==> src/rtl/vint_pkg.sv <==
package vint_pkg;

  // Register offsets; software depends on these values.
  typedef enum logic [3:0] {
    OFF_STAT   = 4'd0,
    OFF_SET    = 4'd1,
    OFF_EN     = 4'd2,
    OFF_CRIT   = 4'd3,
    OFF_POL    = 4'd4,
    OFF_TRIG   = 4'd5,
    OFF_MASKED = 4'd6,
    OFF_VEC    = 4'd7,
    OFF_VCFG   = 4'd8
  } vint_off_e;

  localparam int unsigned VINT_OFF_W = 4;

endpackage

==> src/rtl/vint_capture.sv <==
// Per-line status and level-shadow capture.
module vint_capture #(
  parameter int unsigned DW = 32
) (
  input  logic          clk,
  input  logic          rst_n,
  input  logic [DW-1:0] src,       // inputs already in status-bit order
  input  logic [DW-1:0] trig,      // 1 = edge, 0 = level
  input  logic          wr_clr,
  input  logic          wr_set,
  input  logic [DW-1:0] wdata,
  output logic [DW-1:0] status_o,
  output logic [DW-1:0] shadow_o,
  output logic [DW-1:0] prev_o
);

  logic [DW-1:0] status_q, shadow_q, prev_q;
  logic [DW-1:0] after_wr, st_nxt, sh_nxt, rise, chg;

  // Software action first, line events applied on top of it.
  always_comb begin
    after_wr = status_q;
    if (wr_clr)      after_wr = (status_q & ~wdata) | shadow_q;
    else if (wr_set) after_wr = status_q | wdata;
  end

  for (genvar b = 0; b < DW; b++) begin : g_bit
    assign rise[b]   = src[b] & ~prev_q[b];
    assign chg[b]    = src[b] ^ prev_q[b];
    assign st_nxt[b] = trig[b] ? (after_wr[b] | rise[b])
                               : (chg[b] ? src[b] : after_wr[b]);
    assign sh_nxt[b] = trig[b] ? shadow_q[b] : src[b];
  end

  always_ff @(posedge clk) begin
    if (!rst_n) begin
      status_q <= '0;
      shadow_q <= '0;
      prev_q   <= '0;
    end else begin
      status_q <= st_nxt;
      shadow_q <= sh_nxt;
      prev_q   <= src;
    end
  end

  assign status_o = status_q;
  assign shadow_o = shadow_q;
  assign prev_o   = prev_q;

endmodule

==> src/rtl/vint_cfg_regs.sv <==
// Software-written configuration registers.
module vint_cfg_regs
  import vint_pkg::*;
#(
  parameter int unsigned DW     = 32,
  parameter int unsigned ADDR_W = 4,
  parameter bit          VEC_EN = 1'b1
) (
  input  logic              clk,
  input  logic              rst_n,
  input  logic              we,
  input  logic [ADDR_W-1:0] addr,
  input  logic [DW-1:0]     wdata,
  output logic [DW-1:0]     en_o,
  output logic [DW-1:0]     crit_o,
  output logic [DW-1:0]     pol_o,
  output logic [DW-1:0]     trig_o,
  output logic [DW-1:0]     vcfg_o
);

  localparam logic [DW-1:0] VCFG_KEEP = ~(DW'(1) << 1);

  logic [DW-1:0] en_q, crit_q, pol_q, trig_q;

  always_ff @(posedge clk) begin
    if (!rst_n) begin
      en_q   <= '0;
      crit_q <= '0;
      pol_q  <= '0;
      trig_q <= '0;
    end else if (we) begin
      if (addr == ADDR_W'(OFF_EN))   en_q   <= wdata;
      if (addr == ADDR_W'(OFF_CRIT)) crit_q <= wdata;
      if (addr == ADDR_W'(OFF_POL))  pol_q  <= wdata;
      if (addr == ADDR_W'(OFF_TRIG)) trig_q <= wdata;
    end
  end

  if (VEC_EN) begin : g_vcfg
    logic [DW-1:0] vcfg_q;
    always_ff @(posedge clk) begin
      if (!rst_n)                                  vcfg_q <= '0;
      else if (we && addr == ADDR_W'(OFF_VCFG))    vcfg_q <= wdata & VCFG_KEEP;
    end
    assign vcfg_o = vcfg_q;
  end else begin : g_no_vcfg
    assign vcfg_o = '0;
  end

  assign en_o   = en_q;
  assign crit_o = crit_q;
  assign pol_o  = pol_q;
  assign trig_o = trig_q;

endmodule

==> src/rtl/vint_vector.sv <==
// Priority scan over pending critical sources and vector formation.
module vint_vector #(
  parameter int unsigned DW          = 32,
  parameter int unsigned STRIDE_LOG2 = 9
) (
  input  logic [DW-1:0] pend,
  input  logic [DW-1:0] cfg,
  output logic [DW-1:0] vec
);

  localparam int unsigned RW = $clog2(DW);

  logic [RW-1:0] lo_idx, hi_idx, rank;
  logic [DW-1:0] base;

  always_comb begin
    lo_idx = '0;
    for (int i = DW - 1; i >= 0; i--) begin
      if (pend[i]) lo_idx = RW'(i);
    end
    hi_idx = '0;
    for (int i = 0; i < DW; i++) begin
      if (pend[i]) hi_idx = RW'(i);
    end
  end

  assign rank = cfg[0] ? (RW'(DW - 1) - hi_idx) : lo_idx;
  assign base = {cfg[DW-1:2], 2'b00};
  assign vec  = (|pend) ? (base + (DW'(rank) << STRIDE_LOG2)) : '0;

endmodule

==> src/rtl/vint_ctrl.sv <==
// Vectored interrupt controller, top level.
module vint_ctrl
  import vint_pkg::*;
#(
  parameter int unsigned DW          = 32,
  parameter int unsigned ADDR_W      = VINT_OFF_W,
  parameter bit          VEC_EN      = 1'b1,
  parameter int unsigned STRIDE_LOG2 = 9
) (
  input  logic              clk,
  input  logic              rst_n,
  input  logic [DW-1:0]     irq_in,
  input  logic              reg_we,
  input  logic [ADDR_W-1:0] reg_addr,
  input  logic [DW-1:0]     reg_wdata,
  output logic [DW-1:0]     reg_rdata,
  output logic              irq_out,
  output logic              crit_out
);

  logic [DW-1:0] in_map, status_q, shadow_q, prev_q;
  logic [DW-1:0] en_q, crit_q, pol_q, trig_q, vcfg_q;
  logic [DW-1:0] masked, pend_norm, pend_crit, vector;
  logic          wr_clr, wr_set;

  // Line n lands on status bit DW-1-n.
  for (genvar n = 0; n < DW; n++) begin : g_map
    assign in_map[DW-1-n] = irq_in[n];
  end

  assign wr_clr = reg_we && (reg_addr == ADDR_W'(OFF_STAT));
  assign wr_set = reg_we && (reg_addr == ADDR_W'(OFF_SET));

  vint_capture #(.DW(DW)) u_cap (
    .clk(clk), .rst_n(rst_n), .src(in_map), .trig(trig_q),
    .wr_clr(wr_clr), .wr_set(wr_set), .wdata(reg_wdata),
    .status_o(status_q), .shadow_o(shadow_q), .prev_o(prev_q)
  );

  vint_cfg_regs #(.DW(DW), .ADDR_W(ADDR_W), .VEC_EN(VEC_EN)) u_cfg (
    .clk(clk), .rst_n(rst_n), .we(reg_we), .addr(reg_addr), .wdata(reg_wdata),
    .en_o(en_q), .crit_o(crit_q), .pol_o(pol_q), .trig_o(trig_q), .vcfg_o(vcfg_q)
  );

  assign masked    = status_q & en_q;
  assign pend_norm = masked & ~crit_q;
  assign pend_crit = masked & crit_q;
  assign irq_out   = |pend_norm;
  assign crit_out  = |pend_crit;

  if (VEC_EN) begin : g_vec
    vint_vector #(.DW(DW), .STRIDE_LOG2(STRIDE_LOG2)) u_vec (
      .pend(pend_crit), .cfg(vcfg_q), .vec(vector)
    );
  end else begin : g_no_vec
    assign vector = '0;
  end

  always_comb begin
    reg_rdata = '0;
    case (reg_addr)
      ADDR_W'(OFF_STAT),
      ADDR_W'(OFF_SET):    reg_rdata = status_q;
      ADDR_W'(OFF_EN):     reg_rdata = en_q;
      ADDR_W'(OFF_CRIT):   reg_rdata = crit_q;
      ADDR_W'(OFF_POL):    reg_rdata = pol_q;
      ADDR_W'(OFF_TRIG):   reg_rdata = trig_q;
      ADDR_W'(OFF_MASKED): reg_rdata = masked;
      ADDR_W'(OFF_VEC):    reg_rdata = vector;
      ADDR_W'(OFF_VCFG):   reg_rdata = vcfg_q;
      default:             reg_rdata = '0;
    endcase
  end

endmodule

==> config.mk <==
export PLATFORM = sky130hd
export DESIGN_NAME = vint_ctrl
export DESIGN_NICKNAME = d
export VERILOG_FILES = /design/src/rtl/vint_pkg.sv /design/src/rtl/vint_capture.sv /design/src/rtl/vint_cfg_regs.sv /design/src/rtl/vint_vector.sv /design/src/rtl/vint_ctrl.sv
export SDC_FILE = /design/constraint.sdc
export NUM_CORES = 1
export LEC_CHECK = 0
export BUFFER_PORTS_ARGS = -buffer_cell sky130_fd_sc_hd__buf_2
export CORE_MARGIN = 3
export CORE_UTILIZATION = 65
export CTS_BUF_LIST = sky130_fd_sc_hd__clkbuf_16
export DETAILED_ROUTE_END_ITERATION = 7
export PLACE_DENSITY = 0.82
export SYNTH_ARGS = -nofsm -noshare
export SYNTH_HDL_FRONTEND = slang
export SYNTH_HIERARCHICAL = 1
export SYNTH_SLANG_ARGS = --single-unit
export TNS_END_PERCENT = 10
==> constraint.sdc <==
create_clock -name clk -period 5.5 [get_ports clk]
set_clock_uncertainty 0.15 [all_clocks]
set_input_delay 0.55 -clock clk [delete_from_list [all_inputs] [get_ports clk]]
set_output_delay 0.55 -clock clk [all_outputs]
set_load 0.02 [all_outputs]
==> impl_results.md <==
- Nets: 1,749
- Slew HR: between 20% and 30%
- Post-Route WL: 39,000 µm
- Slew Limit Fails: 0
- Synth Flop Type: dfxtp_1
- Multi-input gate area: 0.00825 mm²
- Synth area leaders: dfxtp_1, mux2i_1, nand2_1, ha_1, o211a_1
- Reg area: around 0.005 mm²
- Count of cells along the worst hold path: 2
- Post-synthesis sequential area ratio: 36.2%
- WS Path Type: reg -> out
- Number of diodes: 0
- Synth cell count leaders: nand2_1, dfxtp_1, mux2i_1
- Share of cells above drive strength 1: between 10% and 20%
- VDD IR-drop max: 0.306 mV
- Final-report hold violation count: 0
- Fill cell count: 1,604
- Worst endpoint required time: 4.80 ns
- Avg Inst Size Synth: around 9 µm²
- Pin count of the biggest net entering global routing: 150
- Vias per cell: 6.59
- Failing checks: DRC
- Hold Path Origin: irq_in[27]
- Clock Path Buffers: 3
- Dpl hpwl: 24,400 µm
- Post-synth EDFFs: 0
- Final min period: 5.19 ns
- Vias in the first global route: 12,100
- Post-Layout Cell Count: 1,936
- CP Data Arrival Time: 4.49 ns
- Clock latency on the worst-skew pair: 0.54 ns
- Area growth syn-to-layout: 10.0%
- Cells after Synth: 1,584
- Max-cap violations: 0
- Antenna violations before repair: 0
- Die extent in x: around 150 µm
- H-Tree Depth: 1
- GR Layer Usage met3: 4.53%
- Full die area: 0.0235 mm²
- RSZ-0062 raised after global routing: false
- Dpl cells: 1,884
- Port Buffer Count: 104
- Pwr Density: ~280 mW/mm²
- Vias: ~13,000
- Cell with the most instances after synthesis: nand2_1
- Hold WS: 0.107 ns
- Io pins: ~110
- FMAX: 0.193 GHz
- Core ar.: ~0.021 mm²
- Post-synth ARST share: 0%
- First-pass GRT wire length: 62,100 µm
- Count of final setup violators: 0
- Crit path launch: u_cap/status_o[3]
- CTS tree: done
- Yosys reg bits: 255
- Worst hold-check path type: in -> reg
- Post-Syn Area: roughly 0.014 mm²
- Initial core utilization: 66.6%
- GPL Wtd Cong: 0.977
- Crit Path Max Fanout: 6
- Synth area leader: dfxtp_1
- Total grt overflow: 0
- Die height: 153 µm
- Synth cell types: slightly below 70
- All-Layer GR Usage: 31.5%
- Worst Max-Slew Pin Slew: 1.12 ns
- Setup TNS: 0 ns
- CTS clk-pin slew, worst paths: 0.06 ns
- Root Driver: clkbuf_16
- CTS sink cnt: 255
- Total power: 0.00433 W
- Met1 Use GR: between 40% and 50%
- CTS Buf Count: 28
- FP Rows: 53
- Post-synth top area share: 36.2%
- Met2 usage: 52.7%
- Tcrit/Tclk final: roughly 94%
- Drt initial violations: 1,487
- Routed wire per std cell: approximately 20 µm
- Startpoint Class: flip-flop
- R2R Setup Slk: 4.11 ns
- Reg2reg start: u_cap/prev_o[20]
- Final ANT Viol Nets: 0
- DRT Pass-1 Iters: 8
- Setup crit end kind: output port
- Syn. warnings: 6
- Post-CTS Setup Bufs: 0
- GRT busiest layer: met2
- Pleak: about 7 nW
- DR DRC count: 8
- Status: finished with violations
- Worst Reg-to-Reg Cells: 5
-- metrics by stage --
step	setup slack, ns	util (%)	area [µm²]
after global placement	0.987	68.7	14500
after global routing	0.0295	73.3	15500
after detailed placement	0.830	68.7	14500
final	0.310	73.3	15500
after CTS	0.236	73.3	15500
after floorplan	1.41	-	14100
-- repair_timing --
item | 4_1_cts | 5_1_grt
setup endpoints to repair | 0 | 6
hold buffers | 0 | 0
resized for setup | 0 | 3
-- final timing paths --
check                  endpoint
max               reg_rdata[20]
min             u_cap/prev_o[4]
max reg2reg  u_cap/status_o[20]
min reg2reg      u_cfg/pol_o[1]
-- area by class of cell --
type	instances	area share (%)
clock buffer	29	4.68
clock inverter	23	1.55
inverter	48	1.16
multi-input combinational	1184	53.2
sequential	255	32.9
tap	275	2.22
timing repair buffer	122	4.28
-- metal layers --
metal | wire length [µm] | part of all wire (%)
met1 | 16400 | 42
met2 | 18500 | 47
met3 | 2850 | 7.3
met4 | 1240 | 3.2
met5 | 0 | 0
-- critical path: stages (launching register included) --
cell and delay, ns:
dfxtp_1 0.43, and3_1 0.29, nor2_2 0.10, o311a_1 0.33
o41ai_1 0.41, o311ai_1 0.20, a21boi_2 0.20, o221ai_1 0.16
ha_1 0.30, a21o_1 0.12, nand4_1 0.13, a31oi_1 0.20
buf_4 0.20, nand2_1 0.08, xor2_1 0.16, nor2_1 0.07
a22oi_1 0.22, nand3_1 0.14, buf_2 0.20
-- cell usage in the layout (no fill, tap or decap), types with 35 or more instances in the layout --
cell type	synthesis	layout
a31oi_1	35	35
nor2_1	77	76
buf_2	27	103
a21oi_1	48	48
nand3_1	43	43
mux2i_1	192	192
nor2b_1	45	44
nand2_1	269	269
dfxtp_1	255	255
inv_1	48	52
ha_1	38	38
-- kinds of logic (layout without fill, tap and decap cells) --
family | after synthesis | in the layout | synth area share (%)
AOI/OAI and AO/OA | 319 | 319 | 17.5
xor gates and xnor gates | 20 | 20 | 1.24
adders and majority gates | 39 | 39 | 3.51
buffers and inverters | 146 | 222 | 5.80
DFF | 255 | 255 | 36.2
muxes | 192 | 192 | 13.6
other | 2 | 3 | 0.0533
and+or+nand+nor | 611 | 611 | 22.1
-- where the power goes --
part,switching (W),internal (W)
logic,0.000236,0.000159
registers,0.0000620,0.00191
clock network,0.000768,0.00119
-- sequential cells by signal, summed over array words and instances (netlist names) --
| name | count |
|---|---|
| u_cap/prev_o | 32 |
| u_cap/shadow_o | 32 |
| u_cap/status_o | 32 |
| u_cfg/crit_o | 32 |
| u_cfg/en_o | 32 |
| u_cfg/pol_o | 32 |
| u_cfg/trig_o | 32 |
| u_cfg/vcfg_o | 31 |
Note: power is estimated with default switching activity, not from simulation.
